==> src/rtl/blkrd_pkg.sv <==
package blkrd_pkg;

    typedef enum logic [1:0] {
        ST_IDLE  = 2'd0,
        ST_ISSUE = 2'd1,
        ST_WAIT  = 2'd2,
        ST_END   = 2'd3
    } chain_state_t;

    localparam logic [2:0] STS_NONE    = 3'd0;
    localparam logic [2:0] STS_DONE    = 3'd1;
    localparam logic [2:0] STS_RCODE   = 3'd2;
    localparam logic [2:0] STS_TAGERR  = 3'd3;
    localparam logic [2:0] STS_TIMEOUT = 3'd4;
    localparam logic [2:0] STS_BADCFG  = 3'd5;

    localparam logic [1:0] CTL_START = 2'b10;

endpackage

==> src/rtl/blkrd_chunk_sizer.sv <==
// Picks the length of the next request: largest allowed size or what is left.
module blkrd_chunk_sizer #(
    parameter int LEN_W = 16
) (
    input  logic [LEN_W-1:0] remaining,
    input  logic [LEN_W-1:0] max_chunk,
    output logic [LEN_W-1:0] grant
);
    always_comb begin
        if (max_chunk < remaining) grant = max_chunk;
        else                       grant = remaining;
    end
endmodule

==> src/rtl/blkrd_resp_judge.sv <==
// Classifies an incoming response; rcode failure outranks tag mismatch.
module blkrd_resp_judge #(
    parameter int TAG_W = 4,
    parameter int RC_W  = 4
) (
    input  logic             armed,
    input  logic             rsp_valid,
    input  logic [RC_W-1:0]  rsp_rcode,
    input  logic [TAG_W-1:0] rsp_tag,
    input  logic [TAG_W-1:0] exp_tag,
    output logic             take,
    output logic             good,
    output logic             bad_rcode,
    output logic             bad_tag
);
    logic rc_fail;
    logic tag_fail;

    assign rc_fail  = (rsp_rcode != '0);
    assign tag_fail = (rsp_tag != exp_tag);

    always_comb begin
        take      = armed && rsp_valid;
        bad_rcode = take && rc_fail;
        bad_tag   = take && !rc_fail && tag_fail;
        good      = take && !rc_fail && !tag_fail;
    end
endmodule

==> src/rtl/blkrd_wait_timer.sv <==
// Counts response-wait cycles; flags expiry on the limit-th idle cycle.
module blkrd_wait_timer #(
    parameter int TMO_W = 16
) (
    input  logic             clk,
    input  logic             rst_n,
    input  logic             clear,
    input  logic             run,
    input  logic [TMO_W-1:0] limit,
    output logic             expired
);
    logic [TMO_W-1:0] cnt;
    logic [TMO_W-1:0] last_idx;

    assign last_idx = limit - TMO_W'(1);

    always_ff @(posedge clk) begin
        if (!rst_n)     cnt <= '0;
        else if (clear) cnt <= '0;
        else if (run)   cnt <= cnt + TMO_W'(1);
    end

    assign expired = run && (cnt == last_idx);
endmodule

==> src/rtl/blkrd_chain_engine.sv <==
module blkrd_chain_engine
    import blkrd_pkg::*;
#(
    parameter int ADDR_W = 48,
    parameter int LEN_W  = 16,
    parameter int TMO_W  = 16,
    parameter int TAG_W  = 4,
    parameter int RC_W   = 4
) (
    input  logic              clk,
    input  logic              rst_n,
    input  logic              cfg_rx_en,
    input  logic              cfg_chain_mode,
    input  logic              cfg_wr,
    input  logic [1:0]        cfg_ctl,
    input  logic [ADDR_W-1:0] cfg_start_addr,
    input  logic [LEN_W-1:0]  cfg_total_len,
    input  logic [LEN_W-1:0]  cfg_max_chunk,
    input  logic [TMO_W-1:0]  cfg_timeout,
    output logic              req_valid,
    input  logic              req_ready,
    output logic [ADDR_W-1:0] req_addr,
    output logic [LEN_W-1:0]  req_len,
    output logic [TAG_W-1:0]  req_tag,
    input  logic              rsp_valid,
    output logic              rsp_ready,
    input  logic [RC_W-1:0]   rsp_rcode,
    input  logic [TAG_W-1:0]  rsp_tag,
    output logic              busy,
    output logic              end_irq,
    output logic [2:0]        status
);

    chain_state_t state_q, state_d;

    logic [ADDR_W-1:0] addr_q;
    logic [LEN_W-1:0]  remain_q;
    logic [LEN_W-1:0]  chunk_q;
    logic [LEN_W-1:0]  granted_q;
    logic [TMO_W-1:0]  limit_q;
    logic [TAG_W-1:0]  tag_q;
    logic [2:0]        status_q;
    logic [2:0]        end_code;

    logic start_hit;
    logic cfg_bad;
    logic handoff;
    logic [LEN_W-1:0] grant;
    logic rsp_take, rsp_good, rsp_bad_rc, rsp_bad_tag;
    logic tmo_expired;
    logic last_piece;

    assign start_hit = cfg_wr && (cfg_ctl == CTL_START) && cfg_rx_en
                    && cfg_chain_mode && (state_q == ST_IDLE);
    assign cfg_bad   = (cfg_max_chunk == '0) || (cfg_timeout == '0);
    assign handoff   = (state_q == ST_ISSUE) && req_ready;
    assign last_piece = (remain_q == granted_q);

    blkrd_chunk_sizer #(.LEN_W(LEN_W)) u_sizer (
        .remaining (remain_q),
        .max_chunk (chunk_q),
        .grant     (grant)
    );

    blkrd_resp_judge #(.TAG_W(TAG_W), .RC_W(RC_W)) u_judge (
        .armed     (state_q == ST_WAIT),
        .rsp_valid (rsp_valid),
        .rsp_rcode (rsp_rcode),
        .rsp_tag   (rsp_tag),
        .exp_tag   (tag_q),
        .take      (rsp_take),
        .good      (rsp_good),
        .bad_rcode (rsp_bad_rc),
        .bad_tag   (rsp_bad_tag)
    );

    blkrd_wait_timer #(.TMO_W(TMO_W)) u_timer (
        .clk     (clk),
        .rst_n   (rst_n),
        .clear   (state_q != ST_WAIT),
        .run     ((state_q == ST_WAIT) && !rsp_valid),
        .limit   (limit_q),
        .expired (tmo_expired)
    );

    // Next state and the code to latch when entering END.
    always_comb begin
        state_d  = state_q;
        end_code = STS_NONE;
        unique case (state_q)
            ST_IDLE: begin
                if (start_hit) begin
                    if (cfg_bad) begin
                        state_d  = ST_END;
                        end_code = STS_BADCFG;
                    end else if (cfg_total_len == '0) begin
                        state_d  = ST_END;
                        end_code = STS_DONE;
                    end else begin
                        state_d  = ST_ISSUE;
                    end
                end
            end
            ST_ISSUE: begin
                if (req_ready) state_d = ST_WAIT;
            end
            ST_WAIT: begin
                if (rsp_bad_rc) begin
                    state_d  = ST_END;
                    end_code = STS_RCODE;
                end else if (rsp_bad_tag) begin
                    state_d  = ST_END;
                    end_code = STS_TAGERR;
                end else if (rsp_good) begin
                    if (last_piece) begin
                        state_d  = ST_END;
                        end_code = STS_DONE;
                    end else begin
                        state_d  = ST_ISSUE;
                    end
                end else if (tmo_expired) begin
                    state_d  = ST_END;
                    end_code = STS_TIMEOUT;
                end
            end
            ST_END: begin
                state_d = ST_IDLE;
            end
            default: state_d = ST_IDLE;
        endcase
    end

    // State register.
    always_ff @(posedge clk) begin
        if (!rst_n) state_q <= ST_IDLE;
        else        state_q <= state_d;
    end

    // Transfer bookkeeping registers.
    always_ff @(posedge clk) begin
        if (!rst_n) begin
            addr_q    <= '0;
            remain_q  <= '0;
            chunk_q   <= '0;
            granted_q <= '0;
            limit_q   <= '0;
            tag_q     <= '0;
            status_q  <= STS_NONE;
        end else begin
            if (start_hit) begin
                addr_q   <= cfg_start_addr;
                remain_q <= cfg_total_len;
                chunk_q  <= cfg_max_chunk;
                limit_q  <= cfg_timeout;
                tag_q    <= '0;
            end
            if (handoff) granted_q <= grant;
            if (rsp_good) begin
                addr_q   <= addr_q + ADDR_W'(granted_q);
                remain_q <= remain_q - granted_q;
                tag_q    <= tag_q + TAG_W'(1);
            end
            if ((state_d == ST_END) && (state_q != ST_END))
                status_q <= end_code;
        end
    end

    // Outputs decoded from the state.
    always_comb begin
        req_valid = (state_q == ST_ISSUE);
        rsp_ready = (state_q == ST_WAIT);
        end_irq   = (state_q == ST_END);
        busy      = (state_q != ST_IDLE);
        req_addr  = addr_q;
        req_len   = grant;
        req_tag   = tag_q;
        status    = status_q;
    end

endmodule

==> config.mk <==
export PLATFORM = sky130hd
export DESIGN_NAME = blkrd_chain_engine
export DESIGN_NICKNAME = d
export VERILOG_FILES = /design/src/rtl/blkrd_pkg.sv /design/src/rtl/blkrd_chunk_sizer.sv /design/src/rtl/blkrd_resp_judge.sv /design/src/rtl/blkrd_wait_timer.sv /design/src/rtl/blkrd_chain_engine.sv
export SDC_FILE = /design/constraint.sdc
export NUM_CORES = 1
export LEC_CHECK = 0
export ABC_CLOCK_PERIOD_IN_PS = 6100
export BUFFER_PORTS_ARGS = -buffer_cell sky130_fd_sc_hd__buf_2
export CELL_PAD_IN_SITES_DETAIL_PLACEMENT = 1
export CELL_PAD_IN_SITES_GLOBAL_PLACEMENT = 1
export CORE_MARGIN = 2
export CORE_UTILIZATION = 40
export CTS_CLUSTER_SIZE = 12
export DETAILED_ROUTE_END_ITERATION = 8
export PLACE_DENSITY_LB_ADDON = 0.1
export SLEW_MARGIN = 30
export SYNTH_ARGS = -nofsm -noshare
export SYNTH_HDL_FRONTEND = slang
export SYNTH_SLANG_ARGS = --single-unit
==> constraint.sdc <==
create_clock -name clk -period 6.1 [get_ports clk]
set_input_delay 1.525 -clock clk [delete_from_list [all_inputs] [get_ports clk]]
set_output_delay 1.525 -clock clk [all_outputs]
set_load 0.02 [all_outputs]
==> summary.md, run 1 <==
| Metric | Value |
|---|---|
| Status | `completed` |
| Yosys Warn Count | `0` |
| FF-to-FF End | `req_addr[36]` |
| FMAX | `0.204 GHz` |
| NetSw | `617 uW` |
| Antenna cells | `0` |
| Clk root buf | `clkbuf_16` |
| Remaining DRCs | `0` |
| Lkg Pwr | `4.34 nW` |
| Pwr per Cell Area | `209 nW/um2` |
| Die X | `155 um` |
| Die Footprint | `23900 um2` |
| Worst Reg-to-Reg Cells | `11` |
| Post-synth EDFFs | `0` |
| FF-to-FF setup slack | `2780 ps` |
| Initial Util | `0.404` |
| Vias/cell | `5.94` |
| Most numerous cell in the Yosys netlist | `nand2_1` |
| CP required | `4580 ps` |
| Initial antenna violation count | `0` |
| IO buf count | `187` |
| Final nets | `1478` |
| Ys async rst share | `0` |
| Synthesized area per cell | `7.78 um2` |
| Cts hold-fix bufs | `0` |
| Final Hold Viols | `0` |
| Share of the synthesized area in the top cell type | `0.302` |
| Post-Synthesis Cells | `1166` |
| Clock power share | `0.480` |
| Remaining antenna violation count | `0` |
| Htree depth | `4` |
| Total gr overflow | `0` |
| Post-Place Setup Slack | `1660 ps` |
| Total track usage | `0.272` |
| Startpoint Class | `flop` |
| Net Count, Synth | `1330` |
| Pin count of the biggest net entering global routing | `72` |
| CP startpoint | `remain_q[1]` |
| Drt wl/cell | `20.3 um` |
| RSZ-0062 raised after global routing | `no` |
| Slew margin rel. | `0.432` |
| Clk sinks | `137` |
| Core Area | `22400 um2` |
| Detailed Place HPWL | `23.8 mm` |
| Hold Crit Class | `flop to flop` |
| Gate power share | `0.112` |
| Final Skew | `14.6 ps` |
| P_int | `1.64 mW` |
| Final min period | `4910 ps` |
| Yosys cell types | `73` |
| Final worst-path cycle share | `0.806` |
| DRT Wirelength | `32.8 mm` |
| Postcts setup bufs | `0` |
| Setup TNS | `0 ps` |
| Bufs on Longest Clock Path | `2` |
| DR pass1 iterations | `5` |
| Peak supply drop | `0.168 mV` |
| PnR worst setup slack | `1190 ps` |
| Worst path arrival time | `3390 ps` |
| Clock-pin slew on the worst setup and hold paths | `60 ps` |
| Vias in the first global route | `9325` |
| Top cells by area, synth | `dfxtp_1, ha_1, nand2_1` |
| CTS buffer count | `17` |
| Cell Rows | `55` |
| Number of top-level pins | `188` |
| Max Slew Vio Count | `0` |
| Top FF cell, synth | `dfxtp_1` |
| Sequential Power Share | `0.408` |
| Setup violations, final | `0` |
| Crit path to | `req_len[2]` |
| First-pass GRT wire length | `51.6 mm` |
| Maxcap violations | `0` |
| Synth Cell Area | `9070 um2` |
| Later-pin clock latency in the skew report | `430 ps` |
| CTS resizes | `0` |
| Layout area overhead | `19.0%` |
| CTS tree | `built` |
| Iteration-0 DRC Markers | `444` |
| Post-synth top cells | `nand2_1, dfxtp_1, a21oi_1` |
| Register area share after synthesis | `0.302` |
| Ratio of cells with drive above 1 in the final layout | `0.203` |
| R2R Path Start | `granted_q[0]` |
| Worst slew pin tran | `852 ps` |
| Synth Register Bits | `137` |
| WS Path Type | `flop to output pin` |
| CP Capture Type | `output pin` |
| Crit Path Max Fanout | `21` |
| Sw Share | `0.274` |
| Die Y | `155 um` |
| Via count | `9576` |
| Area leader, netlist | `dfxtp_1` |
| Placer Congestion | `0.881` |
## power groups by stage
stage | sequential [mW] | clock, mW | combinational [mW]
2_1_floorplan | 0.939 | 0 | 0.151
3_3_place_gp | 0.940 | 0 | 0.245
3_5_place_dp | 0.940 | 0 | 0.250
4_1_cts | 0.920 | 1.10 | 0.251
5_1_grt | 0.921 | 1.14 | 0.276
6_report | 0.920 | 1.08 | 0.253
## flip-flops by register name, summed over array words and instances, names as in the netlist
name         cells
chunk_q         16
granted_q       16
limit_q         16
remain_q        16
req_addr        48
req_tag          4
state_q          2
status           3
u_timer.cnt     16
## area by class of cell
cell class	instances	area, um2
Tap cell	285	357
Clock buffer	20	457
Clock inverter	12	140
Sequential cell	137	2740
Multi-Input combinational cell	911	5890
Inverter	47	176
Timing Repair Buffer	200	1030
Fill cell	2820	11600
## metal layers
| metal | part of all wire | GRT usage |
|---|---|---|
| met3 | 0.037 | 0.0395 |
| met4 | 0.011 | 0.0507 |
| met1 | 0.46 | 0.361 |
| met2 | 0.49 | 0.472 |
| met5 | 0 | 0 |
## how the worst min path moves through the flow
stage | from | endpoint | slack (ps) | cells past startpoint
after detailed placement | status[1] | status[1] | 470 | 2
after global placement | limit_q[15] | limit_q[15] | 460 | 2
final | status[1] | status[1] | 490 | 2
after CTS | status[1] | status[1] | 480 | 2
after floorplan | limit_q[15] | limit_q[15] | 450 | 2
after global routing | status[0] | status[0] | 520 | 2
## per-stage QoR
step	power [mW]	util	hold WS [ps]	instance area [um2]	cells
floorplan	1.09	-	450	9070	1166
global route	2.34	0.481	517	10800	1612
finish	2.25	0.481	487	10800	1612
detailed placement	1.19	0.454	475	10200	1580
global placement	1.19	0.454	462	10200	1580
CTS	2.27	0.481	483	10800	1612
## cells by family (layout without fill, tap and decap cells)
logic type,Yosys count,count (layout),share of synthesized area
mux,18,18,0.0221
xor+xnor,59,59,0.0570
flops,137,137,0.302
compound gates,337,337,0.251
simple gates,446,446,0.244
buf+inv,118,279,0.0509
fa+ha+maj,51,51,0.0720
## cells in the final DEF (no fill, tap or decap), drive strengths merged, types with 28 or more instances in the layout
master	synthesis	layout
a211oi	29	29
a21oi	96	96
buf	13	200
dfxtp	137	137
ha	49	49
inv	47	51
nand2	143	143
nand3	43	43
nor2	82	82
nor3	28	28
nor4	31	31
o21ai	50	50
xnor2	31	31
xor2	28	28
## worst max-delay path, stage by stage (launching register included)
cell and delay (ps):
dfxtp_1 410, inv_1 110, ha_1 290, o21ai_0 80
a21boi_0 170, o21ai_0 90, a21o_1 170, a21oi_1 130
buf_4 220, a21o_1 710, mux2_2 420, buf_2 160
Note: power is estimated with default switching activity, not from simulation.
==> run 2, diff against run 1 <==
- ABC_AREA: unset -> 1
- ABC_CLOCK_PERIOD_IN_PS: 6100 -> 4860
- CORE_UTILIZATION: 40 -> 39
- clock period: 6.1 -> 4.86 ns (I/O delays scaled with it)
==> summary.md, run 2 <==
| Metric | Value |
|---|---|
| Detailed Place HPWL | `30.7 mm` |
| Final Hold Viols | `0` |
| Layout area overhead | `17.9%` |
| Final worst-path cycle share | `0.849` |
| Yosys cell types | `50` |
| Share of the synthesized area in the top cell type | `0.274` |
| Worst slew pin tran | `911 ps` |
| Final Skew | `16.3 ps` |
| Ratio of cells with drive above 1 in the final layout | `0.149` |
| Startpoint Class | `flop` |
| Area leader, netlist | `dfxtp_1` |
| Synthesized area per cell | `6.22 um2` |
| Pin count of the biggest net entering global routing | `77` |
| CTS buffer count | `17` |
| CP Capture Type | `output pin` |
| Crit Path Max Fanout | `16` |
| Status | `completed` |
| Crit-path slowest cell | `a21oi_1` |
| Antenna cells | `0` |
| Critical Path, Cell by Cell | `inv_1, ha_1, a21oi_1, o21ai_0, a21oi_1, nand2_2, nand2_1, nand2_1, buf_2` |
| Die Footprint | `27000 um2` |
| Synth Register Bits | `137` |
| Htree depth | `4` |
| Max incr delay on CP | `590 ps` |
| CTS tree | `built` |
| Clock-pin slew on the worst setup and hold paths | `60 ps` |
| Cell Rows | `58` |
| Core Area | `25200 um2` |
| Remaining antenna violation count | `0` |
| Setup violations, final | `0` |
| Maxcap violations | `0` |
| Lkg Pwr | `5.23 nW` |
| Number of top-level pins | `188` |
| Worst path arrival time | `2910 ps` |
| Cts hold-fix bufs | `0` |
| Final nets | `1943` |
| First-pass GRT wire length | `60.2 mm` |
| Die Y | `164 um` |
| Hold Crit Class | `flop to flop` |
| DR pass1 iterations | `5` |
| Vias in the first global route | `11400` |
| Postcts setup bufs | `0` |
| Most numerous cell in the Yosys netlist | `nand2_1` |
| Post-Synthesis Cells | `1611` |
| Placer Congestion | `0.967` |
| Remaining DRCs | `0` |
| Iteration-0 DRC Markers | `631` |
| Vias/cell | `5.43` |
| Drt wl/cell | `18.3 um` |
| Synth Cell Area | `10000 um2` |
| Register area share after synthesis | `0.274` |
| Initial antenna violation count | `0` |
| Peak supply drop | `0.185 mV` |
| Initial Util | `0.398` |
| CP required | `3640 ps` |
| DRT Wirelength | `38.9 mm` |
| # fillers | `3508` |
| Commonest cells after routing, fill and taps aside | `nand2_1, inv_1, buf_2` |
| Ys async rst share | `0` |
| Post-synth top cells | `nand2_1, inv_1, nor2_1` |
| Final min period | `4130 ps` |
| FMAX | `0.242 GHz` |
| Reg area | `2740 um2` |
| Slew margin rel. | `0.392` |
| Via count | `11500` |
| WS Path Type | `flop to output pin` |
| Top FF cell, synth | `dfxtp_1` |
| CTS resizes | `0` |
| Yosys Warn Count | `0` |
| Top cells by area, synth | `dfxtp_1, nand2_1, inv_1` |
| Bufs on Longest Clock Path | `2` |
| Most common cell after layout, fill and taps aside | `nand2_1` |
| Max reg flops | `48` |
| Clk sinks | `137` |
| Post-synth EDFFs | `0` |
| Clk root buf | `clkbuf_16` |
| RSZ-0062 raised after global routing | `no` |
| Die X | `164 um` |
| Later-pin clock latency in the skew report | `450 ps` |
| Total power | `2.85 mW` |
| Total track usage | `0.288` |
| IO buf count | `187` |
| Area of the multi-input gates | `6270 um2` |
| Total gr overflow | `0` |
| Max Slew Vio Count | `0` |
| Net Count, Synth | `1775` |
| Setup TNS | `0 ps` |
| Pwr per Cell Area | `241 nW/um2` |
[run 2: changes by cell type after synthesis, sizes merged, moves of 22 or more]
cell | previous run | this run
inv | 47 | 207
nand2 | 143 | 412
a21oi | 96 | 140
xnor2 | 31 | 9
a211oi | 29 | 1
nand3 | 43 | 116
o21ai | 50 | 104
nor2 | 82 | 186
clkbuf | 57 | 30
and3 | 26 | 3
[run 2: path summary, 6_finish.rpt]
check | depth (start not counted) | slack [ps] | start | endpoint
min | 2 | 470 | status[1] | status[1]
max | 9 | 730 | remain_q[11] | req_len[8]
min reg2reg | 2 | 470 | status[1] | status[1]
max reg2reg | 11 | 1700 | req_addr[0] | req_addr[46]
[run 2: cells by family (layout without fill, tap and decap cells)]
logic type,count (synthesis),after routing,synth area share
compound gates,323,323,0.182
flops,137,137,0.274
fa+ha+maj,51,51,0.0652
xor+xnor,37,37,0.0323
buf+inv,258,439,0.101
simple gates,805,805,0.346
[run 2: layout make-up]
| cell class | instances | area share |
|---|---|---|
| Clock buffer | 19 | 0.0383 |
| Clock inverter | 13 | 0.0112 |
| Inverter | 208 | 0.0660 |
| Multi-Input combinational cell | 1216 | 0.531 |
| Sequential cell | 137 | 0.232 |
| Tap cell | 330 | 0.0349 |
| Timing Repair Buffer | 199 | 0.0868 |
[run 2: critical path: cells and delay by family, from the launching register on]
kind	cells	cell delay [ps]
AO/OA/AOI/OAI	3	830
buffers and inverters	2	250
adder cells (fa/ha/maj)	1	320
AND/OR/NAND/NOR	3	670
flip-flops	1	400
[run 2: metrics by stage]
step	utilization	std cells	hold WS, ps	instance area (um2)	worst slack, ps
global route	0.469	2122	503	11800	375
CTS	0.469	2122	467	11800	737
global placement	0.446	2090	446	11200	1400
detailed placement	0.446	2090	458	11200	1230
floorplan	-	1611	467	10000	1740
finish	0.469	2122	465	11800	733
[run 2: layer usage]
metal  part of all wire  vias up  track usage
li1                   -     5647            -
met2               0.45      337        0.464
met4              0.019        0       0.0801
met1               0.47     5492        0.389
met5                  0        -            0
met3              0.062       47       0.0561
[run 2: power breakdown]
part / internal (mW) / switching, mW / leakage [nW]
Sequential: 1.14 / 0.0186 / 1.11
Combinational: 0.125 / 0.227 / 3.84
Clock: 0.747 / 0.596 / 0.281
==> run 3, diff against run 2 <==
- ABC_CLOCK_PERIOD_IN_PS: 4860 -> 3500
- CORE_UTILIZATION: 39 -> 35
- clock period: 4.86 -> 3.5 ns (I/O delays scaled with it)
==> summary.md, run 3 (synthesized netlist as in run 2, its figures left out) <==
| Metric | Value |
|---|---|
| Max Slew Vio Count | `0` |
| Setup TNS | `0 ps` |
| First-pass GRT wire length | `63.1 mm` |
| Via count | `11400` |
| Number of top-level pins | `188` |
| Final worst-path cycle share | `0.963` |
| Worst slew pin tran | `930 ps` |
| Total track usage | `0.265` |
| Lkg Pwr | `5.34 nW` |
| Core Area | `28000 um2` |
| Die Y | `173 um` |
| Iteration-0 DRC Markers | `668` |
| Initial antenna violation count | `0` |
| Detailed Place HPWL | `31.9 mm` |
| Startpoint Class | `flop` |
| Initial Util | `0.358` |
| Final nets | `1955` |
| Status | `completed` |
| Vias in the first global route | `11500` |
| Vias/cell | `5.23` |
| Total gr overflow | `0` |
| Drt wl/cell | `18.3 um` |
| Crit Path Max Fanout | `16` |
| Cell Rows | `61` |
| Clk root buf | `clkbuf_16` |
| Final min period | `3370 ps` |
| Max reg flops | `48` |
| Htree depth | `4` |
| Final Hold Viols | `0` |
| Remaining DRCs | `0` |
| Pwr per Cell Area | `351 nW/um2` |
| Later-pin clock latency in the skew report | `460 ps` |
| Clk sinks | `137` |
| Remaining antenna violation count | `0` |
| Die Footprint | `30000 um2` |
| Crit-path slowest cell | `dfxtp_1` |
| Peak supply drop | `0.312 mV` |
| Ratio of cells with drive above 1 in the final layout | `0.156` |
| DRT Wirelength | `39.9 mm` |
| Die X | `173 um` |
| Total power | `4.25 mW` |
| FMAX | `0.297 GHz` |
| Most common cell after layout, fill and taps aside | `nand2_1` |
| Clock-pin slew on the worst setup and hold paths | `60 ps` |
| Commonest cells after routing, fill and taps aside | `nand2_1, inv_1, buf_2` |
| Setup violations, final | `0` |
| CTS tree | `built` |
| Worst path arrival time | `2500 ps` |
| IO buf count | `187` |
| Maxcap violations | `0` |
| Slew margin rel. | `0.380` |
| CP required | `2620 ps` |
| Pin count of the biggest net entering global routing | `77` |
| Antenna cells | `0` |
| CP most frequent cell | `nand2_1` |
| Bufs on Longest Clock Path | `2` |
| Hold Crit Class | `flop to flop` |
| DR pass1 iterations | `5` |
| Cts hold-fix bufs | `0` |
| WS Path Type | `flop to output pin` |
| CTS buffer count | `17` |
| Layout area overhead | `21.0%` |
| CP Capture Type | `output pin` |
| Placer Congestion | `0.951` |
| Max incr delay on CP | `400 ps` |
| Critical Path, Cell by Cell | `inv_1, ha_1, nand2_1, inv_1, nand3_1, nor3_1, o21ai_4, buf_4, nand2_8, nand2_1, nand2_1, buf_2` |
| Final Skew | `11.9 ps` |
==> run 3: changes by cell type in the layout (fill, tap and decap cells not counted), sizes merged <==
cell,change
clkbuf,-2
bufinv,+4
buf,+12
clkinv,+2
clkinvlp,-2
inv,-2
==> run 3: path summary, 6_finish.rpt <==
kind / from / endpoint / slack [ps] / depth (start not counted)
worst max-delay path: remain_q[14] / req_len[7] / 130 / 12
worst min-delay path: status[0] / status[0] / 470 / 2
worst max register to register: granted_q[0] / req_addr[46] / 570 / 11
worst min register to register: status[0] / status[0] / 470 / 2
==> run 3: area by class of cell <==
| cell class | instances | area (um2) |
|---|---|---|
| timing repair buffer | 211 | 1160 |
| clock inverter | 15 | 239 |
| clock buffer | 17 | 425 |
| fill | 3816 | 15900 |
| sequential | 137 | 2740 |
| tap | 378 | 473 |
| inverter | 208 | 781 |
| multi-input combinational | 1216 | 6300 |
==> run 3: stage by stage <==
step | hold WS, ps | setup WS, ps | area, um2 | util | instances
4_1_cts | 468 | 31.0 | 12100 | 0.431 | 2178
2_1_floorplan | 467 | 718 | 10000 | - | 1611
3_3_place_gp | 450 | 468 | 11400 | 0.407 | 2146
3_5_place_dp | 458 | 378 | 11400 | 0.407 | 2146
5_1_grt | 513 | -14.6 | 12100 | 0.433 | 2182
6_report | 465 | 128 | 12100 | 0.433 | 2182
==> run 3: per-layer routing <==
metal / routed length [um] / track usage
met3: 2040 / 0.0550
met4: 544 / 0.0597
met5: 0 / 0
met1: 19500 / 0.371
met2: 17800 / 0.417
==> run 3: report_power, final <==
group	switching (mW)	leakage (nW)	internal, mW	total, mW
Combinational	0.337	3.92	0.206	0.542
Clock	0.822	0.321	1.28	2.10
Sequential	0.0259	1.11	1.58	1.61
==> run 3: what timing repair did <==
| item | 4_1_cts | 5_1_grt |
|---|---|---|
| buffers inserted | 0 | 3 |
| resized for setup | 2 | 7 |
| cloned | 0 | 1 |
| endpoints found under the setup margin | 16 | 16 |
| pin swaps | 0 | 1 |
==> run 3: critical path: cells and delay by family (launching register included) <==
kind | cells | cell delay (ps)
and+or+nand+nor | 6 | 770
buffers and inverters | 4 | 480
DFF | 1 | 400
adders and majority gates | 1 | 280
AOI/OAI and AO/OA | 1 | 110
